==> config.mk <==
export PLATFORM = sky130hd
export DESIGN_NAME = nvn_nibble_ram
export DESIGN_NICKNAME = d
export VERILOG_FILES = /design/src/rtl/nvn_pkg.sv /design/src/rtl/nvn_recall.sv /design/src/rtl/nvn_port.sv /design/src/rtl/nvn_store.sv /design/src/rtl/nvn_nibble_ram.sv
export SDC_FILE = /design/constraint.sdc
export NUM_CORES = 1
export LEC_CHECK = 0
export BUFFER_PORTS_ARGS = -buffer_cell sky130_fd_sc_hd__buf_2
export CAP_MARGIN = 20
export CORE_MARGIN = 5
export CORE_UTILIZATION = 55
export CTS_BUF_LIST = sky130_fd_sc_hd__clkbuf_4 sky130_fd_sc_hd__clkbuf_8 sky130_fd_sc_hd__clkbuf_16
export CTS_CLUSTER_DIAMETER = 40
export DETAILED_ROUTE_END_ITERATION = 6
export PLACE_DENSITY = 0.76
export SLEW_MARGIN = 20
export SYNTH_ARGS = -nofsm -noshare
export SYNTH_HDL_FRONTEND = slang
export SYNTH_SLANG_ARGS = --single-unit
export TNS_END_PERCENT = 30
==> constraint.sdc <==
create_clock -name clk -period 2 [get_ports clk]
set_input_delay 0.4 -clock clk [delete_from_list [all_inputs] [get_ports clk]]
set_output_delay 0.4 -clock clk [all_outputs]
set_load 0.005 [all_outputs]
==> src/rtl/nvn_pkg.sv <==
package nvn_pkg;
  typedef enum logic {
    SEQ_IDLE = 1'b0,
    SEQ_RUN  = 1'b1
  } seq_e;
endpackage

==> src/rtl/nvn_recall.sv <==
module nvn_recall #(
  parameter int RECALL_CYC = 4
) (
  input  logic clk,
  input  logic rst_n,
  output logic busy,
  output logic load
);
  import nvn_pkg::*;
  localparam int CNT_W = (RECALL_CYC > 1) ? $clog2(RECALL_CYC) : 1;
  localparam logic [CNT_W-1:0] LAST = CNT_W'(RECALL_CYC - 1);

  seq_e             st_q;
  logic [CNT_W-1:0] cnt_q;

  always_ff @(posedge clk) begin
    if (!rst_n) begin
      st_q  <= SEQ_RUN;
      cnt_q <= '0;
    end else if (st_q == SEQ_RUN) begin
      if (cnt_q == LAST) st_q <= SEQ_IDLE;
      else               cnt_q <= cnt_q + 1'b1;
    end
  end

  assign busy = (st_q == SEQ_RUN);
  assign load = busy && (cnt_q == LAST);

  // once the reload is done it never restarts without a reset
  assert_recall_once_R1: assert property (@(posedge clk) disable iff (!rst_n)
    !busy |=> !busy);
endmodule

==> src/rtl/nvn_port.sv <==
module nvn_port #(
  parameter int DATA_W = 4
) (
  input  logic              clk,
  input  logic              rst_n,
  input  logic              sel,
  input  logic              wr,
  input  logic              rd,
  input  logic [DATA_W-1:0] wdata,
  input  logic              ready,
  input  logic              load,
  input  logic [DATA_W-1:0] load_val,
  output logic [DATA_W-1:0] nibble,
  output logic              rd_valid,
  output logic [DATA_W-1:0] rd_data
);
  logic [DATA_W-1:0] nib_q;
  logic              take_wr;

  assign take_wr = sel && wr && ready;

  always_ff @(posedge clk) begin
    if (!rst_n)       nib_q <= '0;
    else if (load)    nib_q <= load_val;
    else if (take_wr) nib_q <= wdata;
  end

  assign nibble   = nib_q;
  assign rd_valid = sel && rd && !wr && ready;

  for (genvar b = 0; b < DATA_W; b++) begin : g_rd_gate
    assign rd_data[b] = rd_valid & nib_q[b];
  end

  // an accepted write lands in the stored value
  assert_write_lands_R2: assert property (@(posedge clk) disable iff (!rst_n)
    (take_wr && !load) |=> (nibble == $past(wdata)));
  // a request refused by back-pressure leaves the value alone
  assert_blocked_write_R5: assert property (@(posedge clk) disable iff (!rst_n)
    (sel && wr && !ready && !load) |=> $stable(nibble));
endmodule

==> src/rtl/nvn_store.sv <==
module nvn_store #(
  parameter int                DATA_W      = 4,
  parameter int                STORE_CYC   = 500000,
  parameter logic [DATA_W-1:0] SHADOW_INIT = '0
) (
  input  logic              clk,
  input  logic              rst_n,
  input  logic              lv_flag,
  input  logic              arm,
  input  logic [DATA_W-1:0] nibble,
  output logic              busy,
  output logic [DATA_W-1:0] shadow
);
  import nvn_pkg::*;
  localparam int CNT_W = (STORE_CYC > 1) ? $clog2(STORE_CYC) : 1;
  localparam logic [CNT_W-1:0] LAST = CNT_W'(STORE_CYC - 1);

  seq_e              st_q;
  logic [CNT_W-1:0]  cnt_q;
  logic              lv_q;
  logic [DATA_W-1:0] snap_q;
  logic [DATA_W-1:0] shadow_q = SHADOW_INIT;
  logic              start;
  logic              finish;

  assign start  = lv_flag && !lv_q && arm && (st_q == SEQ_IDLE);
  assign finish = (st_q == SEQ_RUN) && (cnt_q == LAST);

  always_ff @(posedge clk) begin
    if (!rst_n) begin
      st_q   <= SEQ_IDLE;
      cnt_q  <= '0;
      lv_q   <= 1'b1;
      snap_q <= '0;
    end else begin
      lv_q <= lv_flag;
      if (start) begin
        st_q   <= SEQ_RUN;
        cnt_q  <= '0;
        snap_q <= nibble;
      end else if (finish) begin
        st_q <= SEQ_IDLE;
      end else if (st_q == SEQ_RUN) begin
        cnt_q <= cnt_q + 1'b1;
      end
    end
  end

  // nonvolatile copy: no reset, survives power cycling
  always_ff @(posedge clk) begin
    if (rst_n && finish) shadow_q <= snap_q;
  end

  assign busy   = (st_q == SEQ_RUN);
  assign shadow = shadow_q;

  // a qualified rising edge starts a store on the next cycle
  assert_store_starts_R6: assert property (@(posedge clk) disable iff (!rst_n)
    (lv_flag && !lv_q && arm && !busy) |=> busy);
  // the shadow only moves at the end of a store
  assert_shadow_quiet_R10: assert property (@(posedge clk) disable iff (!rst_n)
    !busy |=> $stable(shadow));
  // an edge inside the busy window does not restart the count
  assert_no_restart_R9: assert property (@(posedge clk) disable iff (!rst_n)
    (busy && $past(busy) && !finish) |=> (busy && cnt_q == $past(cnt_q) + 1'b1));
endmodule

==> src/rtl/nvn_nibble_ram.sv <==
module nvn_nibble_ram #(
  parameter int                DATA_W      = 4,
  parameter int                STORE_CYC   = 500000,
  parameter int                RECALL_CYC  = 4,
  parameter logic [DATA_W-1:0] SHADOW_INIT = '0
) (
  input  logic              clk,
  input  logic              rst_n,
  input  logic              lv_flag,
  input  logic              acc_sel,
  input  logic              acc_wr,
  input  logic              acc_rd,
  input  logic [DATA_W-1:0] acc_wdata,
  output logic              acc_ready,
  output logic              rd_valid,
  output logic [DATA_W-1:0] rd_data,
  output logic [DATA_W-1:0] out_pins,
  output logic              store_busy
);
  logic              rec_busy;
  logic              rec_load;
  logic [DATA_W-1:0] nib;
  logic [DATA_W-1:0] shadow;

  assign acc_ready = !lv_flag && !rec_busy;

  nvn_recall #(.RECALL_CYC(RECALL_CYC)) u_recall (
    .clk(clk), .rst_n(rst_n), .busy(rec_busy), .load(rec_load)
  );

  nvn_port #(.DATA_W(DATA_W)) u_port (
    .clk(clk), .rst_n(rst_n), .sel(acc_sel), .wr(acc_wr), .rd(acc_rd),
    .wdata(acc_wdata), .ready(acc_ready), .load(rec_load), .load_val(shadow),
    .nibble(nib), .rd_valid(rd_valid), .rd_data(rd_data)
  );

  nvn_store #(.DATA_W(DATA_W), .STORE_CYC(STORE_CYC), .SHADOW_INIT(SHADOW_INIT)) u_store (
    .clk(clk), .rst_n(rst_n), .lv_flag(lv_flag), .arm(!rec_busy),
    .nibble(nib), .busy(store_busy), .shadow(shadow)
  );

  assign out_pins = nib;
endmodule

# Word level (Yosys, flattened, before mapping)
# Index checks and enable logic that the tools add are counted.
[op_classes]
n_shift = 0
addsub = 2
n_mul = 0
n_bitwise = 8
eq_ne = 2
n_div = 0
n_reduce_logical = 21
n_mux = 6
n_lt_le_gt_ge = 0
[ops]
columns = ["operator", "count"]
rows = [
  ["adder 19 x 1 -> 19 bit, second input constant", 1],
  ["== test 19 bit, second input constant", 1],
  ["logical AND 1 bit", 12],
  ["two-way mux 4 bit", 2],
  ["AND 1 bit", 4],
  ["logical NOT 1 bit", 4],
  ["two-way mux 1 bit", 4],
  ["inverter 1 bit", 4],
  ["AND reduction 2 bit", 2],
  ["nonzero test 2 bit", 2],
  ["adder 2 x 1 -> 2 bit, second input constant", 1],
  ["== test 2 bit, second input constant", 1],
  ["OR reduction 2 bit", 1],
]
[word_totals]
rom_bits = 0
output_inout_bits = 11
latch_bits = 0
mem_bits_rw = 0
mem_count = 0
word_cells = 47
regBits = 36
inputBits = 10

# Logic depth before layout (Yosys ltp)
[depth]
depth_word = 5
depth_mapped = 6
ltp_nobuf = 5

# Modules after synthesis
# A second synthesis with hierarchy kept.
[hier_totals]
cells_unflattened = 172
area_unflattened_um2 = 1736.7
[by_module_without_submodules]
columns = ["mod", "area_each_um2", "cells_per_inst", "seq_area_each_um2", "instances"]
rows = [
  ["nvn_store", 1340.0, 133, 620.6, 1],
  ["nvn_port", 252.7, 24, 80.1, 1],
  ["nvn_recall", 136.4, 13, 60.1, 1],
  ["nvn_nibble_ram", 7.5, 2, 0.0, 1],
]

# Worst setup path before layout
# OpenSTA, ideal clock, no wires.
[synth_path]
path_type = "flip-flop to flip-flop"
start = "register u_store.cnt_q[0]"
end = "register u_store.cnt_q[18]"
arrival_time_ps = 1536
path_stages_with_launch = 7
required_ps = 1930
period_less_slack_ps = 1606
path_buffers = 1
slack_ps = 394
setup_time_ps = 70
cell_sequence = "dfxtp_1 -> ha_1 -> and4_1 -> buf_2 -> nand4_1 -> or3_1 -> a21oi_1"
[synth_between]
elab_chain_cells = 4
elab_cells_between_ends = 5
classes_between = "add/sub (1); eq/ne (1); bitwise (1); reduce/logical (2)"
[synth_rtl]
columns = ["item", "line", "source"]
rows = [
  ["from (decl)", "nvn_store.sv:19", "logic [CNT_W-1:0] cnt_q;"],
  ["from (signal assigned)", "nvn_store.sv:44", "cnt_q <= cnt_q + 1'b1;"],
  ["branches (longest 4 deep; another with adder 19 x 1 -> 19 bit)", "--", ""],
]
# Several ways; the timed one is not identified.
# A chain may end at the register's enable or synchronous reset.

# Final worst setup path
[layout_path]
start = "register u_store.cnt_q[13]"
end = "register u_store.cnt_q[2]"
[layout_between]
elab_chain_cells = 4
[layout_rtl]
columns = ["item", "line", "source"]
rows = [
  ["== test 19 bit", "nvn_store.sv:27", "assign finish = (st_q == SEQ_RUN) && (cnt_q == LAST);"],
  ["logical AND 1 bit", "nvn_store.sv:27", ""],
  ["inverter 1 bit (no line)", "--", ""],
  ["AND reduction 2 bit (no line)", "--", ""],
]
# Every way passes these cells.

==> flow_summary.ini <==
[clock_network]
cts_made_buffers = 5
clk_pin_slew_worst_paths_ns = 0.11
postCtsHoldBufs = 0
cts_root_buf = clkbuf_4
clock_latency_ns = 0.36
clock-sinks = 36
cts_tree = yes
htreeDepth = 2
cts_max_path_buffers = 2

[min_path]
hold_depth = 2
min_path_type = input pin to flop

[grt]
overflow = 0
antenna_found_initial = 0
grt_pass1_wl_mm = 6.27
grt_max_degree = 13
grt_pass1_vias = 1382
grt_use_total = 0.188

[yosys]
synth_area_per_cell_um2 = 9.61
yosysTopAreaCellShare = 0.362
synth_common_cells = dfxtp_1, nand2_1, a21oi_1
syn_inst = 184
synth-main-ff-cell = dfxtp_1
synth_top_area_cell = dfxtp_1
yosysSeqAreaShare = 0.430
syn_nets = 196
synth.distinct_cells = 52
synth_area_leaders = dfxtp_1, edfxtp_1, nand2_1, mux2i_1, a21oi_1
synth-seq-cells = 36
ys_warn_count = 0
synth_edf_count = 4
async_flop_share = 0
synth_most_common_cell = dfxtp_1
syn_area_um2 = 1770

[run_status]
outcome = finished, final reports clean

[drt]
drtPass1Iterations = 4
drt-wirelength-per-cell_um = 15.0
viasPerCell = 5.82
ant_nets = 0
routed_wl_mm = 3.86
first_iter_violations = 109
vias = 1497
drc = 0

[timing]
rsz0062_at_grt = false
tns_ns = 0
setup_ws_ns = 0.137
fmax_ghz = 0.537
finClkSkew_ns = 0.0140
layout_min_cycle_time_ns = 1.86
slew_violations = 0
final_hold_viol_count = 0
worst_pin_slew_ns = 0.614
hold_slack_ns = 0.272
setup_violations = 0
maxSlewHeadroom = 0.591
fin_crit_sh = 0.932

[place]
placed_cell_area_um2 = 1940
place_ws_ns = 0.197
post-dp-hpwl_mm = 2.95
gp_routability_congestion = 0.939
place.port_buffers = 20
dp_cells = 249

[job]
maxCapViolCount = 0

[floorplanning]
core_um2 = 3080
rows = 20
start_util = 0.574
die_h_um = 66.7
die_width_um = 66.7
io_pins = 21
die_area_um2 = 4450

[critical_path]
worstSetupPathDepth = 4
cp.arrival_ns = 2.13
crit_path_max_incr_delay_ns = 0.49
path_cells = nor4bb_1 > and4_1 > a21oi_2 > a311oi_1
worst_path_dominant_cell_family = simple AND/OR/NAND/NOR gates
path_class = flop to flop
cp.required_ns = 2.26
worst_setup_path_end_kind = flop
ff2ff_path_depth = 4
slowest_stage = nor4bb_1
crit_path_max_fanout = 8
cp.buffers_inverters = 0
worstSetupStartpointType = flop

[finish]
fin_util = 0.648
diodes = 0
design_area_um2 = 1990
drive_above_1_share = 0.254
final-instance-count-excl-fill = 257
area_growth_pct = 12.7
nNetsFinal = 224

[power]
p_leak_nw = 0.768
power_density_nw_per_um2 = 683
power_mw = 1.36
vdd_drop_max_uv = 393
-- area by class of cell --
cell class                      count  area [µm²]
Fill cell                         267        1080
Multi-Input combinational cell    138         950
Sequential cell                    36         761
Timing Repair Buffer               28         160
Tap cell                           44        55.1
Clock buffer                        5        37.5
Clock inverter                      3        18.8
Inverter                            3        11.3
-- final timing paths --
check / to / startpoint / slack, ns
setup reg to reg: u_store.cnt_q[2] / u_store.cnt_q[13] / 0.14
hold / removal: u_store.lv_q / lv_flag / 0.27
hold reg to reg: u_store.shadow[2] / u_store.snap_q[2] / 0.44
setup / recovery: u_store.cnt_q[2] / u_store.cnt_q[13] / 0.14
-- sequential cells by signal, summed over array words and instances (netlist names) --
name / flops
u_store.lv_q: 1
u_port.nibble: 4
u_store.shadow: 4
u_store.busy: 1
u_recall.busy: 1
u_store.cnt_q: 19
u_store.snap_q: 4
u_recall.cnt_q: 2
-- per-layer routing --
layer	track usage	vias to the layer above	share of wire
li1	-	738	-
met5	0	-	0
met4	0.0787	0	0.015
met1	0.234	705	0.44
met2	0.298	46	0.48
met3	0.0607	8	0.073
-- layout by cell type, fill, tap and decap left out, drive strengths merged, types with 2 or more instances in the layout --
| cell type | n |
|---|---|
| a21oi | 16 |
| and2 | 8 |
| and3 | 3 |
| and4 | 6 |
| buf | 28 |
| clkbuf | 5 |
| clkinv | 3 |
| dfxtp | 32 |
| edfxtp | 4 |
| ha | 2 |
| inv | 3 |
| mux2 | 4 |
| mux2i | 8 |
| nand2 | 22 |
| nand2b | 2 |
| nand3 | 5 |
| nand4 | 5 |
| nand4b | 2 |
| nor2 | 11 |
| nor3 | 2 |
| nor4 | 2 |
| nor4b | 3 |
| o211ai | 2 |
| o21ai | 6 |
| o31ai | 3 |
| or3 | 5 |
| or4 | 3 |
| or4b | 3 |
| xnor2 | 3 |
-- cell families after synthesis --
kind of cell	share of synthesized area
simple gates	0.311
buf+inv	0.0333
flops	0.430
fa+ha+maj	0.0142
xor+xnor	0.0198
mux	0.0708
compound gates	0.120
-- worst reg2reg max path, cell delays in order, from the launching register on --
cell      delay, ns
dfxtp_1        0.41
nor4bb_1       0.49
and4_1         0.45
a21oi_2        0.15
a311oi_1       0.29
-- power by group --
group	internal (mW)	switching (mW)	leakage [nW]
clock	0.135	0.254	0.0349
sequential	0.762	0.0296	0.296
combinational	0.0920	0.0896	0.437
-- what timing repair did --
action | in CTS | in global routing
buffers inserted | 0 | 0
endpoints found under the setup margin | 0 | 2
resized for setup | 0 | 1
Power figures use the tool's default switching activity.
